## src/rtl/sarx_pkg.sv

```systemverilog
package sarx_pkg;

  typedef enum logic [1:0] {
    FMT_I2S  = 2'b00,
    FMT_LJ16 = 2'b01,
    FMT_LJ20 = 2'b10,
    FMT_LJ24 = 2'b11
  } fmt_e;

  // Word length kept in an LSB-justified mode.
  function automatic int unsigned lj_width(fmt_e f);
    case (f)
      FMT_LJ16: return 16;
      FMT_LJ20: return 20;
      default:  return 24;
    endcase
  endfunction

endpackage

```

## src/rtl/sarx_sync.sv

```systemverilog
module sarx_sync #(
  parameter int WIDTH  = 4,
  parameter int STAGES = 2
) (
  input  logic             clk,
  input  logic             rst,
  input  logic [WIDTH-1:0] d_i,
  output logic [WIDTH-1:0] q_o
);

  for (genvar g = 0; g < WIDTH; g++) begin : g_bit
    logic [STAGES-1:0] ff;
    always_ff @(posedge clk) begin
      if (rst) ff <= '0;
      else     ff <= {ff[STAGES-2:0], d_i[g]};
    end
    assign q_o[g] = ff[STAGES-1];
  end

endmodule

```

## src/rtl/sarx_deser.sv

```systemverilog
module sarx_deser
  import sarx_pkg::*;
#(
  parameter int SW = 24
) (
  input  logic          clk,
  input  logic          rst,
  input  logic          bclk_rise,
  input  logic          ws_s,
  input  logic          sd_s,
  input  fmt_e          fmt,
  output logic          word_done,
  output logic          word_chan,
  output logic [SW-1:0] word_data,
  output logic          locked
);

  localparam int CW = $clog2(SW + 1);

  logic          ws_last;
  logic          have_ws;
  logic          start_next;
  logic [SW-1:0] shreg;
  logic [CW-1:0] cnt;

  logic          toggle;
  logic [SW-1:0] i2s_val;
  logic [CW-1:0] i2s_len;
  logic [CW-1:0] lj_len;
  logic [SW-1:0] done_val;

  // Sign-extend the low n bits of v to the full width.
  function automatic logic [SW-1:0] sext(input logic [SW-1:0] v,
                                         input logic [CW-1:0] n);
    logic [SW-1:0] r;
    logic          s;
    s = v[n - 1'b1];
    for (int i = 0; i < SW; i++) r[i] = (CW'(i) < n) ? v[i] : s;
    return r;
  endfunction

  always_comb begin
    toggle = have_ws && (ws_s != ws_last);
    if (start_next) begin
      i2s_val = {{(SW-1){1'b0}}, sd_s};
      i2s_len = CW'(1);
    end else if (cnt < CW'(SW)) begin
      i2s_val = {shreg[SW-2:0], sd_s};
      i2s_len = cnt + 1'b1;
    end else begin
      i2s_val = shreg;
      i2s_len = CW'(SW);
    end
    lj_len   = CW'(lj_width(fmt));
    done_val = (fmt == FMT_I2S) ? sext(i2s_val, i2s_len) : sext(shreg, lj_len);
  end

  always_ff @(posedge clk) begin
    if (rst) begin
      ws_last    <= 1'b0;
      have_ws    <= 1'b0;
      start_next <= 1'b0;
      locked     <= 1'b0;
      shreg      <= '0;
      cnt        <= '0;
      word_done  <= 1'b0;
      word_chan  <= 1'b0;
      word_data  <= '0;
    end else begin
      word_done <= 1'b0;
      if (bclk_rise) begin
        have_ws    <= 1'b1;
        ws_last    <= ws_s;
        start_next <= toggle;
        if (toggle) locked <= 1'b1;
        if (fmt == FMT_I2S) begin
          shreg <= i2s_val;
          cnt   <= i2s_len;
        end else begin
          shreg <= {shreg[SW-2:0], sd_s};
        end
        if (toggle && locked) begin
          word_done <= 1'b1;
          word_chan <= ws_last;
          word_data <= done_val;
        end
      end
    end
  end

endmodule

```

## src/rtl/sarx_frame.sv

```systemverilog
module sarx_frame #(
  parameter int SW = 24
) (
  input  logic          clk,
  input  logic          rst,
  input  logic          word_done,
  input  logic          word_chan,
  input  logic [SW-1:0] word_data,
  output logic [SW-1:0] held_l,
  output logic [SW-1:0] held_r,
  output logic          frame_stb
);

  logic [SW-1:0] left_buf;
  logic          left_pend;

  always_ff @(posedge clk) begin
    if (rst) begin
      left_buf  <= '0;
      left_pend <= 1'b0;
      held_l    <= '0;
      held_r    <= '0;
      frame_stb <= 1'b0;
    end else begin
      frame_stb <= 1'b0;
      if (word_done) begin
        if (!word_chan) begin
          left_buf  <= word_data;
          left_pend <= 1'b1;
        end else begin
          if (left_pend) begin
            held_l    <= left_buf;
            held_r    <= word_data;
            frame_stb <= 1'b1;
          end
          left_pend <= 1'b0;
        end
      end
    end
  end

endmodule

```

## src/rtl/serial_audio_rx.sv

```systemverilog
module serial_audio_rx
  import sarx_pkg::*;
#(
  parameter int SAMPLE_W    = 24,
  parameter int SYNC_STAGES = 2
) (
  input  logic                clk,
  input  logic                rst,
  input  logic                bclk_i,
  input  logic                ws_i,
  input  logic                sd_i,
  input  logic [1:0]          fmt_sel_i,
  input  logic                mute_i,
  output logic [SAMPLE_W-1:0] left_o,
  output logic [SAMPLE_W-1:0] right_o,
  output logic                valid_o
);

  localparam int NSYNC = 4;

  logic [NSYNC-1:0]    raw_in;
  logic [NSYNC-1:0]    synced;
  logic                bclk_s, ws_s, sd_s, mute_s;
  logic                bclk_d;
  logic                bclk_rise;
  fmt_e                fmt;
  logic                word_done, word_chan, locked;
  logic [SAMPLE_W-1:0] word_data;
  logic [SAMPLE_W-1:0] held_l, held_r;
  logic                frame_stb;

  assign raw_in = {mute_i, sd_i, ws_i, bclk_i};

  sarx_sync #(.WIDTH(NSYNC), .STAGES(SYNC_STAGES)) u_sync (
    .clk (clk),
    .rst (rst),
    .d_i (raw_in),
    .q_o (synced)
  );

  assign bclk_s = synced[0];
  assign ws_s   = synced[1];
  assign sd_s   = synced[2];
  assign mute_s = synced[3];
  assign fmt    = fmt_e'(fmt_sel_i);

  always_ff @(posedge clk) begin
    if (rst) bclk_d <= 1'b0;
    else     bclk_d <= bclk_s;
  end
  assign bclk_rise = bclk_s & ~bclk_d;

  sarx_deser #(.SW(SAMPLE_W)) u_deser (
    .clk       (clk),
    .rst       (rst),
    .bclk_rise (bclk_rise),
    .ws_s      (ws_s),
    .sd_s      (sd_s),
    .fmt       (fmt),
    .word_done (word_done),
    .word_chan (word_chan),
    .word_data (word_data),
    .locked    (locked)
  );

  sarx_frame #(.SW(SAMPLE_W)) u_frame (
    .clk       (clk),
    .rst       (rst),
    .word_done (word_done),
    .word_chan (word_chan),
    .word_data (word_data),
    .held_l    (held_l),
    .held_r    (held_r),
    .frame_stb (frame_stb)
  );

  always_ff @(posedge clk) begin
    if (rst) begin
      left_o  <= '0;
      right_o <= '0;
      valid_o <= 1'b0;
    end else begin
      valid_o <= frame_stb;
      left_o  <= mute_s ? '0 : held_l;
      right_o <= mute_s ? '0 : held_r;
    end
  end

endmodule

```

## config.mk

```make
export PLATFORM = sky130hd
export DESIGN_NAME = serial_audio_rx
export DESIGN_NICKNAME = d
export VERILOG_FILES = /design/src/rtl/sarx_pkg.sv /design/src/rtl/sarx_sync.sv /design/src/rtl/sarx_deser.sv /design/src/rtl/sarx_frame.sv /design/src/rtl/serial_audio_rx.sv
export SDC_FILE = /design/constraint.sdc
export NUM_CORES = 1
export LEC_CHECK = 0
export CAP_MARGIN = 20
export CORE_ASPECT_RATIO = 2
export CORE_UTILIZATION = 30
export CTS_CLUSTER_SIZE = 28
export DETAILED_ROUTE_END_ITERATION = 8
export PLACE_DENSITY = 0.51
export SLEW_MARGIN = 10
export SYNTH_ARGS = -nofsm -noshare
export SYNTH_HDL_FRONTEND = slang
export SYNTH_HIERARCHICAL = 1
export SYNTH_SLANG_ARGS = --single-unit
```

## constraint.sdc

```tcl
create_clock -name clk -period 5.34 [get_ports clk]
set_input_delay 1.602 -clock clk [delete_from_list [all_inputs] [get_ports clk]]
set_output_delay 1.602 -clock clk [all_outputs]
set_load 0.01 [all_outputs]
```

# Word-level counts from Yosys, hierarchy flattened
# Cells that the tools add are included.
# Widths: inputs -> output; s select.
[totals]
ff_bits = 191
word_cells = 157
[classes]
n_reduce_logical = 11
n_lt_le_gt_ge = 51
n_bitwise = 5
n_eq_ne = 3
n_mux = 62
n_addsub = 3
[op_table]
columns = ["operator", "count"]
rows = [
  ["$mux 24", 4],
  ["$lt 4x5->1 const A", 16],
  ["$lt 5x5->1 const A", 16],
  ["$mux 1", 53],
  ["$lt 3x5->1 const A", 8],
  ["$lt 1x5->1 const A", 4],
  ["$lt 2x5->1 const A", 4],
  ["$lt 5x6->1 const B", 2],
  ["$bmux 1 s5", 2],
  ["$mux 5", 2],
  ["$sub 5x1->5 const B", 2],
  ["$pmux 4 s2", 1],
  ["$reduce_and 2->1", 4],
  ["$add 5x1->5 const B", 1],
  ["$lt 5x5->1 const B", 1],
  ["$not 1->1", 4],
  ["$reduce_or 2->1", 2],
  ["$reduce_and 3->1", 1],
  ["$reduce_or 3->1", 1],
  ["$eq 2x1->1 const B", 1],
  ["$eq 2x2->1 const B", 1],
  ["$logic_and 1x1->1", 2],
  ["$logic_not 2->1", 1],
  ["$and 1x1->1", 1],
  ["$ne 1x1->1", 1],
]

# Logic depth before layout (Yosys ltp)
# Gate-level depths: netlist (run 1).
[depth]
word_depth = 8
ltp_mapped = 15
mapped_depth_nobuf = 11

# Modules after synthesis
# The synthesis (run 1) kept the hierarchy.
[modules_own_cells]
columns = ["module", "seq_area_each_um2", "area_each_um2", "instances", "cells_per_inst"]
rows = [
  ["sarx_deser", 1181.1, 3898.7, 1, 503],
  ["sarx_frame", 1481.4, 2557.5, 1, 321],
  ["serial_audio_rx", 1001.0, 1646.6, 1, 112],
  ["sarx_sync", 160.2, 240.2, 1, 20],
]

# Worst setup path before layout (run 1)
# OpenSTA, ideal clock, no wires.
[synth_path]
kind = "input to register"
start = "in fmt_sel_i[1]"
end = "reg u_deser.shreg[10]"
cell_stages = 8
path_slack_ns = 2.031
t_required_ns = 5.275
arrival_ns = 3.243
path_buffers = 2
cell_sequence = "inv_1 > ha_1 > clkbuf_1 > nand2_1 > o21ai_1 > clkbuf_1 > a22oi_1 > nor2_1"
[synth_between]
elab_chain_cells = 2
[synth_lines]
columns = ["element", "line", "source"]
rows = [
  ["start, declared", "serial_audio_rx.sv:12", "input logic [1:0] fmt_sel_i,"],
  ["$logic_not 2->1", "sarx_deser.sv:76", "if (fmt == FMT_I2S) begin"],
  ["$mux 24", "sarx_deser.sv:76", ""],
  ["end signal, assigned", "sarx_deser.sv:77", "shreg <= i2s_val;"],
  ["end signal, assigned", "sarx_deser.sv:80", "shreg <= {shreg[SW-2:0], sd_s};"],
  ["end, declared", "sarx_deser.sv:23", "logic [SW-1:0] shreg;"],
]
# Every way passes these cells.
# A chain may end at the register's enable or synchronous reset.

# Worst setup path in the final report (run 1)
[layout_path]
start = "reg u_deser.start_next"
end = "reg u_deser.word_data[5]"
[layout_between]
elab_chain_cells = 6
word_cells_on_any_way = 8
cone_classes = "add/sub: 1; order compare: 1; mux: 6"
[layout_lines]
columns = ["element", "line", "source"]
rows = [
  ["start, declared", "sarx_deser.sv:22", "logic start_next;"],
  ["start signal, assigned", "sarx_deser.sv:74", "start_next <= toggle;"],
  ["$mux 5", "sarx_deser.sv:44", "if (start_next) begin"],
  ["$sub 5x1->5", "sarx_deser.sv:37", "s = v[n - 1'b1];"],
  ["$bmux 1 s5", "sarx_deser.sv:37", ""],
  ["$mux 1 (implied by the code)", "sarx_deser.sv:37", ""],
  ["$mux 1 (*)", "sarx_deser.sv:38", "for (int i = 0; i < SW; i++) r[i] = (CW'(i) < n) ? v[i] : s;"],
  ["$mux 24 (*)", "sarx_deser.sv:55", "done_val = (fmt == FMT_I2S) ? sext(i2s_val, i2s_len) : sext(shreg, lj_len);"],
  ["end signal, assigned", "sarx_deser.sv:85", "word_data <= done_val;"],
  ["end, declared", "sarx_deser.sv:14", "output logic [SW-1:0] word_data,"],
]
# Every way passes the cells marked *; elsewhere a longest branch is shown, timed or not. The select of a mux whose other input is x is not followed.

==> impl_metrics.py, run 1 <==
metrics = {
    "power": {
        "max-vdd-ir-drop_mv": 0.210,
        "p_leak_uw": 0.00313,
        "power.density_nw_per_um2": 284,
    },
    "clock_tree": {
        "cts_resized": 0,
        "clkSinkCount": 191,
        "cts_tree": "done",
        "post_cts_buffers": 0,
        "cts_max_level": 4,
        "cts.clk_slew.worst_paths_ps": 70,
        "holdBufCountCts": 0,
        "insertion_delay_ps": 440,
        "cts_buffer_depth": 2,
        "cts-root-buf": "clkbuf_16",
        "cts_made_buffers": 17,
    },
    "drt": {
        "drt_iter0_drc": 438,
        "routed_wirelength_um": 25100,
        "remaining_drc_errors": 0,
        "num_vias": 6802,
        "vias_per_cell": 5.10,
        "first_pass_iters": 5,
        "routedWlPerCell_um": 18.8,
        "ant_nets": 0,
    },
    "finish": {
        "fillers": 2892,
        "syn_to_final_growth_pct": 14.6,
        "final_nets": 985,
        "layout-drive-gt1-share_pct": 11.0,
        "num_antenna_cells": 0,
    },
    "logic_synthesis": {
        "syn_nets": 971,
        "syn_avg_cell_area_um2": 8.73,
        "netlist_area_um2": 8340,
        "yosysTopAreaCell": "dfxtp_1",
        "synthCells": 956,
        "synth_edf_count": 0,
        "ys_types": 69,
        "yosysWarnings": 6,
        "synthTopCellsByArea": "dfxtp_1 46%, nand2_1 9.0%, a21oi_1 6.9%",
        "synthFlopType": "dfxtp_1",
        "synth-seq-cells": 191,
        "synth_seq_area_share_pct": 45.8,
        "ys_async_sr_fraction_pct": 0,
        "netlist.area_leader.share_pct": 45.8,
    },
    "sta": {
        "fmax_mhz": 275,
        "finalSetupTns_ps": 0,
        "final.period_utilization_pct": 68.0,
        "slew-limit-headroom_pct": 36.4,
        "rsz0062_at_grt": "false",
        "timing.final.crit_period_ps": 3630,
        "fin_ws_ps": 1710,
        "tightestPinTransition_ps": 955,
        "setup_violations": 0,
        "skew_ps": 12.5,
        "hold_violations": 0,
        "drv_slew": 0,
    },
    "floorplanning": {
        "start_util_pct": 30.4,
        "fp.dieH_um": 238,
        "core_area_um2": 27400,
        "io_pins": 57,
        "die_area_um2": 28500,
        "die_w_um": 120,
        "core.rowCount": 86,
    },
    "place": {
        "dp_hpwl_um": 18500,
        "dp_slack_ps": 1500,
        "routabilityCongestion": 0.962,
        "port_buffers": 56,
    },
    "worst_setup_path": {
        "path_max_fanout": 15,
        "path_cells": "a21oi_2, nand2_1, ha_1, nor2b_1, nand2_1, o22ai_1, a31oi_1, o311ai_4, a21oi_2, a311oi_1",
        "worstSetupEndpointType": "flop",
        "crit_type": "flop to flop",
        "slowest_stage": "o311ai_4",
        "required_ps": 5680,
        "crit_arrival_ps": 3970,
        "slowest_delay_ps": 600,
        "worstSetupStartpointType": "flop",
    },
    "grt": {
        "antenna_found_initial": 0,
        "grt_pass1_vias": 6768,
        "grt_start_max_net_pins": 96,
        "grt_overflow": 0,
        "grt_use_total_pct": 18.1,
        "grt_pass1_wl_um": 38800,
    },
    "run": {
        "drv_cap": 0,
    },
    "run_status": {
        "outcome": "complete, no violations",
    },
    "hold_path": {
        "hp-class": "flop to flop",
    },
}
==> per-layer routing <==
layer,up-vias,part of all wire [%],global-route usage [%]
met4,0,8.4,15.3
met2,169,55,34.3
met1,3191,35,16.4
met3,87,2.1,2.63
met5,-,0,0
li1,3355,-,-
==> cell families (layout without fill, tap and decap cells) <==
| logic type | after synthesis | count (layout) | share of synthesized area [%] |
|---|---|---|---|
| AND/OR/NAND/NOR | 378 | 378 | 22.9 |
| AO/OA/AOI/OAI | 260 | 260 | 20.4 |
| flip-flops | 191 | 191 | 45.8 |
| buffers and inverters | 94 | 121 | 6.37 |
| multiplexers | 22 | 22 | 2.88 |
| adder cells (fa/ha/maj) | 7 | 7 | 1.05 |
| XOR/XNOR | 4 | 4 | 0.600 |
==> synth_stat cells, types with 3 or more instances <==
master and instances:
nor2_1 65, mux2_2 6, clkbuf_1 30, a22oi_1 25, buf_2 17, o211ai_1 4, nand4_1 3, nor3b_2 31
buf_1 6, buf_6 15, dfxtp_1 191, a221oi_1 3, nor2b_1 16, nor3_1 10, a41oi_1 3, nand2_1 201
or3_1 3, a311oi_1 15, nand2b_1 4, a21o_1 5, or2_2 3, a211oi_1 14, buf_4 12, mux2i_1 15
o21ai_0 25, nand3_1 9, a21oi_1 115, inv_1 14, o22ai_1 7, and3_1 4, ha_1 7, nor3b_1 17
a31oi_1 8, o221ai_1 6
==> layout by cell type, fill, tap and decap left out, types with 4 or more instances in the layout <==
master             n
buf_4             18
o21ai_0           25
nor2b_1           15
nor3b_2           31
a31oi_1            8
nor3_1            10
o221ai_1           6
nor2_1            65
and3_1             4
nand2_1          201
o22ai_1            7
dfxtp_1          190
nand3_1            9
a21o_1             5
clkbuf_1           4
inv_1             14
a21oi_1          115
mux2i_1           15
mux2_2             6
clkbuf_16         17
a22oi_1           25
o211ai_1           4
ha_1               7
a211oi_1          14
a311oi_1          15
nand2b_1           4
clkdlybuf4s50_1   55
nor3b_1           17
==> final timing paths <==
check | from | to | slack (ps) | depth (start not counted)
setup / recovery | u_deser/start_next | u_deser/word_data[5] | 1710 | 10
hold / removal | u_sync/g_bit[0].ff[0] | u_sync/g_bit[0].ff[1] | 440 | 1
setup reg to reg | u_deser/start_next | u_deser/word_data[5] | 1710 | 10
hold reg to reg | u_sync/g_bit[0].ff[0] | u_sync/g_bit[0].ff[1] | 440 | 1
==> layout make-up <==
class | count | area (µm²) | area share (%)
clock buffers | 24 | 482 | 5.04
clock inverters | 8 | 55.1 | 0.576
inverters | 14 | 52.6 | 0.550
multi-input cells | 671 | 3990 | 41.7
flip-flops and latches | 191 | 3820 | 40.0
well taps | 352 | 440 | 4.61
repair buffers | 75 | 717 | 7.50
==> report_power, final <==
group	internal (µW)	total (µW)	switching, µW
combinational	31.6	105	73.8
sequential	1430	1440	9.15
clock	634	1170	538
total	2100	2720	621
==> registers in the layout, summed over array words and instances (netlist names), 5 cells and up <==
register	flops
u_deser/cnt	5
left_o	24
right_o	24
u_deser/shreg	24
u_frame/left_buf	24
u_sync/g_bit.ff	8
u_deser/word_data	24
u_frame/held_l	24
u_frame/held_r	24
==> critical path, delay by kind of cell, from the launching register on <==
family          cells  cell delay, ps
fa+ha+maj           1             510
simple gates        3             710
flops               1             470
compound gates      6            1820
==> metrics by stage <==
stage	power, µW	cells	cell area (µm²)	util [%]	hold WS, ps
finish	2720	1335	9560	34.8	438
global route	2820	1335	9560	34.8	449
CTS	2760	1335	9560	34.8	440
detailed placement	1580	1303	9020	32.9	424
global placement	1580	1303	9020	32.9	419
floorplan	1550	956	8340	-	414
Note: power is estimated with default switching activity, not from simulation.
==> inputs of run 2 (changes only) <==
Clock period 5.34 ns to 3.7 ns, I/O delays scaled along.
==> run 2 against run 1 <==
- non-clock buffer count rose by 24
- worst setup slack got worse by 1100 ps
- sequential power rose by 44%
- via count rose by 2.1%
- register-to-register slack worse by 1100 ps
- cell area grew 2.7%
- global-route usage rose by 0.92 points
- critical path depth grew 2
- utilization grew 0.95 points
- die area unchanged
- largest power group unchanged
==> impl_metrics.py, run 2 (same netlist as run 1, synthesis figures left out) <==
metrics = {
    "clock_tree": {
        "cts.clk_slew.worst_paths_ps": 70,
        "post_cts_buffers": 0,
        "insertion_delay_ps": 440,
        "cts_made_buffers": 17,
        "cts_max_level": 4,
        "cts-root-buf": "clkbuf_16",
        "cts_buffer_depth": 2,
        "holdBufCountCts": 0,
        "clkSinkCount": 191,
        "cts_resized": 0,
        "cts_tree": "done",
    },
    "floorplanning": {
        "io_pins": 57,
        "fp.dieH_um": 238,
        "die_area_um2": 28500,
        "die_w_um": 120,
        "start_util_pct": 30.4,
        "core.rowCount": 86,
        "core_area_um2": 27400,
    },
    "finish": {
        "postLayoutCellArea_um2": 9820,
        "syn_to_final_growth_pct": 17.7,
        "final_nets": 1009,
        "mostFrequentLayoutCell": "nand2_1",
        "layout-drive-gt1-share_pct": 13.1,
        "fillers": 2858,
        "most-common-layout-cells": "201 x nand2_1, 190 x dfxtp_1, 115 x a21oi_1, 65 x nor2_1, 55 x clkdlybuf4s50_1",
        "num_antenna_cells": 0,
    },
    "drt": {
        "vias_per_cell": 5.11,
        "num_vias": 6943,
        "drt_iter0_drc": 338,
        "routedWlPerCell_um": 19.3,
        "routed_wirelength_um": 26200,
        "first_pass_iters": 4,
        "ant_nets": 0,
        "remaining_drc_errors": 0,
    },
    "sta": {
        "tightestPinTransition_ps": 1030,
        "fmax_mhz": 319,
        "fin_ws_ps": 562,
        "final.period_utilization_pct": 84.8,
        "drv_slew": 0,
        "skew_ps": 6.96,
        "rsz0062_at_grt": "false",
        "slew-limit-headroom_pct": 31.7,
        "hold_violations": 0,
        "finalSetupTns_ps": 0,
        "timing.final.crit_period_ps": 3140,
        "setup_violations": 0,
    },
    "place": {
        "dp_hpwl_um": 19500,
        "dp_slack_ps": 445,
        "port_buffers": 56,
        "post_dp_cell_area_um2": 9240,
        "routabilityCongestion": 0.933,
    },
    "worst_setup_path": {
        "required_ps": 3990,
        "path_max_fanout": 13,
        "crit_type": "flop to flop",
        "worstSetupStartpointType": "flop",
        "worstSetupEndpointType": "flop",
        "crit_arrival_ps": 3430,
    },
    "run_status": {
        "outcome": "complete, no violations",
    },
    "grt": {
        "grt_start_max_net_pins": 66,
        "grt_pass1_wl_um": 40500,
        "antenna_found_initial": 0,
        "grt_pass1_vias": 6910,
        "met2_usage_pct": 37.1,
        "grt_overflow": 0,
        "global_route.usage.met1_pct": 17.4,
        "top_usage_layer": "met2",
        "met3_usage_pct": 2.99,
        "grt_use_total_pct": 19.0,
    },
    "power": {
        "power.density_nw_per_um2": 416,
        "max-vdd-ir-drop_mv": 0.327,
        "p_leak_uw": 0.00329,
    },
    "run": {
        "drv_cap": 0,
    },
    "hold_path": {
        "hp-class": "flop to flop",
    },
}
[run 2: changes by cell type in the layout (fill, tap and decap cells not counted), moves of 2 or more]
cell       before  now
buf_12          1    4
buf_4          18   39
bufinv_16       0    2
clkbuf_8        3    1
clkinv_4        0    2
[run 2: final timing paths]
path                    startpoint                     to  slack [ps]  depth (start not counted)
max reg2reg         u_deser/cnt[0]   u_deser/word_data[4]         560                         12
min reg2reg  u_sync/g_bit[1].ff[0]  u_sync/g_bit[1].ff[1]         440                          1
min          u_sync/g_bit[1].ff[0]  u_sync/g_bit[1].ff[1]         440                          1
max                 u_deser/cnt[0]   u_deser/word_data[4]         560                         12
[run 2: cell type report]
| type | count | area, µm² | area share [%] |
|---|---|---|---|
| Clock buffer | 21 | 450 | 4.59 |
| Multi-Input combinational cell | 671 | 3990 | 40.6 |
| Tap cell | 352 | 440 | 4.48 |
| Inverter | 14 | 52.6 | 0.535 |
| Clock inverter | 11 | 131 | 1.34 |
| Timing Repair Buffer | 99 | 935 | 9.52 |
| Sequential cell | 191 | 3820 | 38.9 |
[run 2: report_power, final]
part | total (µW) | internal (µW) | leakage, µW | switching (µW)
logic | 168 | 58.3 | 0.00147 | 110
clock network | 1840 | 1020 | 0.000280 | 813
registers | 2080 | 2060 | 0.00154 | 15.1
[run 2: critical path, stage by stage, from the launching register on]
cell and delay, ps:
dfxtp_1 350, ha_1 370, nand2_1 110, ha_1 430, nor2b_1 200, buf_4 160
nand2_1 90, o22ai_1 110, a31oi_1 300, o311ai_4 130, buf_12 180, a21oi_2 390
a41oi_1 170
[run 2: stage by stage]
stage	util, %	hold slack [ps]	std cells	total power (µW)
3_5_place_dp	33.7	420	1327	2290
2_1_floorplan	-	414	956	2240
5_1_grt	35.8	445	1359	4230
6_report	35.8	435	1359	4080
3_3_place_gp	33.7	418	1327	2290
4_1_cts	35.8	437	1359	4150
[run 2: routing by layer]
metal  up-vias  routed length, µm  share of wire, %
li1       3408                  -                 -
met1      3306               8990                34
met2       149              15000                57
met3        80                565               2.2
met4         0               1650               6.3
met5         -                  0                 0
==> inputs of run 3 (changes only) <==
Clock period 3.7 ns to 3.2 ns, I/O delays scaled along.
==> run 3 against run 2 <==
- worst hold slack gained 5.9 ps
- sequential cell count did not move
- clock power grew 11%
- final cell count rose by 0.44%
- register-to-register slack worse by 360 ps
- count of clock-buffer cells in the layout increased by 1
- maximum frequency is 4.7% higher
- combinational power grew 16%
- sequential share of layout area fell by 0.17 points
- sequential power increased by 15%
- routed wire length decreased by 4.3%
==> impl_metrics.py, run 3 (same netlist as run 1, synthesis figures left out) <==
metrics = {
    "worst_setup_path": {
        "timing.rr.start": "u_deser/cnt[1]",
        "rr_endpoint": "u_deser/word_data[23]",
        "path_max_fanout": 11,
        "worstSetupStartpointType": "flop",
        "reg2regPathDepth": 10,
        "crit_type": "flop to flop",
        "worstSetupEndpointType": "flop",
        "required_ps": 3550,
        "rrSetupSlack_ps": 200,
        "crit_arrival_ps": 3350,
    },
    "sta": {
        "setup_violations": 0,
        "slew-limit-headroom_pct": 35.8,
        "tightestPinTransition_ps": 960,
        "rsz0062_at_grt": "false",
        "hold_violations": 0,
        "fmax_mhz": 334,
        "skew_ps": 8.17,
        "timing.final.crit_period_ps": 3000,
        "final.period_utilization_pct": 93.7,
        "drv_slew": 0,
        "finalSetupTns_ps": 0,
    },
    "floorplanning": {
        "die_area_um2": 28500,
        "io_pins": 57,
        "die_w_um": 120,
        "core.rowCount": 86,
        "start_util_pct": 30.4,
        "fp.dieH_um": 238,
        "core_area_um2": 27400,
    },
    "drt": {
        "wl_met2_um": 14500,
        "wl_met3_um": 651,
        "drt_iter0_drc": 392,
        "routedWlPerCell_um": 18.4,
        "routed_wirelength_um": 25100,
        "num_vias": 6917,
        "ant_nets": 0,
        "highest_layer": "met4",
        "vias_per_cell": 5.07,
        "m1WireLength_um": 8510,
        "first_pass_iters": 4,
        "remaining_drc_errors": 0,
    },
    "hold_path": {
        "hp-class": "flop to flop",
        "hold_path_end": "u_sync/g_bit[3].ff[1]",
        "hp-start": "u_sync/g_bit[3].ff[0]",
        "min_path_cells": 1,
    },
    "grt": {
        "grt_pass1_vias": 6727,
        "grt_pass1_wl_um": 38600,
        "grt_start_max_net_pins": 74,
        "antenna_found_initial": 0,
        "grt_overflow": 0,
        "grt_use_total_pct": 18.0,
    },
    "finish": {
        "final_nets": 1015,
        "layout-drive-gt1-share_pct": 13.6,
        "syn_to_final_growth_pct": 18.2,
        "num_antenna_cells": 0,
        "postLayoutCellArea_um2": 9860,
        "post-route-util_pct": 36.0,
        "most-common-layout-cells": "201 x nand2_1, 190 x dfxtp_1, 115 x a21oi_1, 65 x nor2_1, 55 x clkdlybuf4s50_1",
        "mostFrequentLayoutCell": "nand2_1",
        "fillers": 2870,
    },
    "clock_tree": {
        "cts_buffer_depth": 2,
        "cts_resized": 0,
        "cts_max_level": 4,
        "cts.clk_slew.worst_paths_ps": 70,
        "clkSinkCount": 191,
        "cts-root-buf": "clkbuf_16",
        "holdBufCountCts": 0,
        "post_cts_buffers": 0,
        "cts_tree": "done",
        "cts_made_buffers": 17,
        "insertion_delay_ps": 440,
    },
    "run_status": {
        "outcome": "complete, no violations",
    },
    "run": {
        "drv_cap": 0,
    },
    "place": {
        "post_dp_cell_area_um2": 9300,
        "routabilityCongestion": 0.945,
        "dp_hpwl_um": 18900,
        "port_buffers": 56,
    },
    "power": {
        "p_leak_uw": 0.00333,
        "power.density_nw_per_um2": 470,
        "max-vdd-ir-drop_mv": 0.382,
    },
}
## run 3: changes by cell type in the layout (fill, tap and decap cells not counted)
cell / change
buf_4: +5
buf_12: +1
clkinvlp_4: -1
clkinv_4: +1
bufinv_16: -1
clkbuf_8: +1
## run 3: metal layers
metal,global-route usage (%),vias up
li1,-,3414
met1,16.2,3270
met2,35.6,167
met3,2.72,66
met4,12.4,0
met5,0,-
## run 3: worst max path at each step
stage | depth (start not counted) | from | end
after floorplan | 13 | u_deser/cnt[3] | u_deser/word_data[20]
after global placement | 10 | fmt_sel_i[0] | u_deser/word_data[9]
after detailed placement | 8 | fmt_sel_i[1] | u_deser/word_data[23]
after CTS | 10 | u_deser/cnt[1] | u_deser/word_data[23]
after global routing | 12 | u_deser/cnt[1] | u_deser/word_data[3]
final | 10 | u_deser/cnt[1] | u_deser/word_data[23]
## run 3: through the flow
step | hold WS [ps] | power, µW | setup slack [ps] | instances
floorplan | 414 | 2590 | 273 | 956
global placement | 419 | 2650 | 203 | 1333
detailed placement | 427 | 2650 | 162 | 1333
CTS | 443 | 4710 | 182 | 1365
global route | 456 | 4820 | 39.5 | 1365
finish | 441 | 4640 | 202 | 1365
## run 3: report_power, final
| group | switching [µW] | total, µW | internal (µW) |
|---|---|---|---|
| sequential | 16.5 | 2400 | 2390 |
| clock | 917 | 2040 | 1130 |
| combinational | 127 | 195 | 67.2 |
| total | 1060 | 4640 | 3580 |
## run 3: area by class of cell
type	count	area, µm²	share of cell area [%]
clock inverter	10	103	1.04
clock buffer	22	464	4.71
multi-input combinational	671	3990	40.4
sequential	191	3820	38.8
timing repair buffer	105	992	10.1
tap	352	440	4.46
inverter	14	52.6	0.533
## run 3: worst max-delay path, cell delays in order, from the launching register on
cell	delay (ps)
dfxtp_1	360
ha_1	310
nand2_1	70
ha_1	380
or2_2	360
o311ai_1	320
o22ai_1	160
o21bai_2	310
buf_4	250
o2111ai_1	160
a211oi_1	230
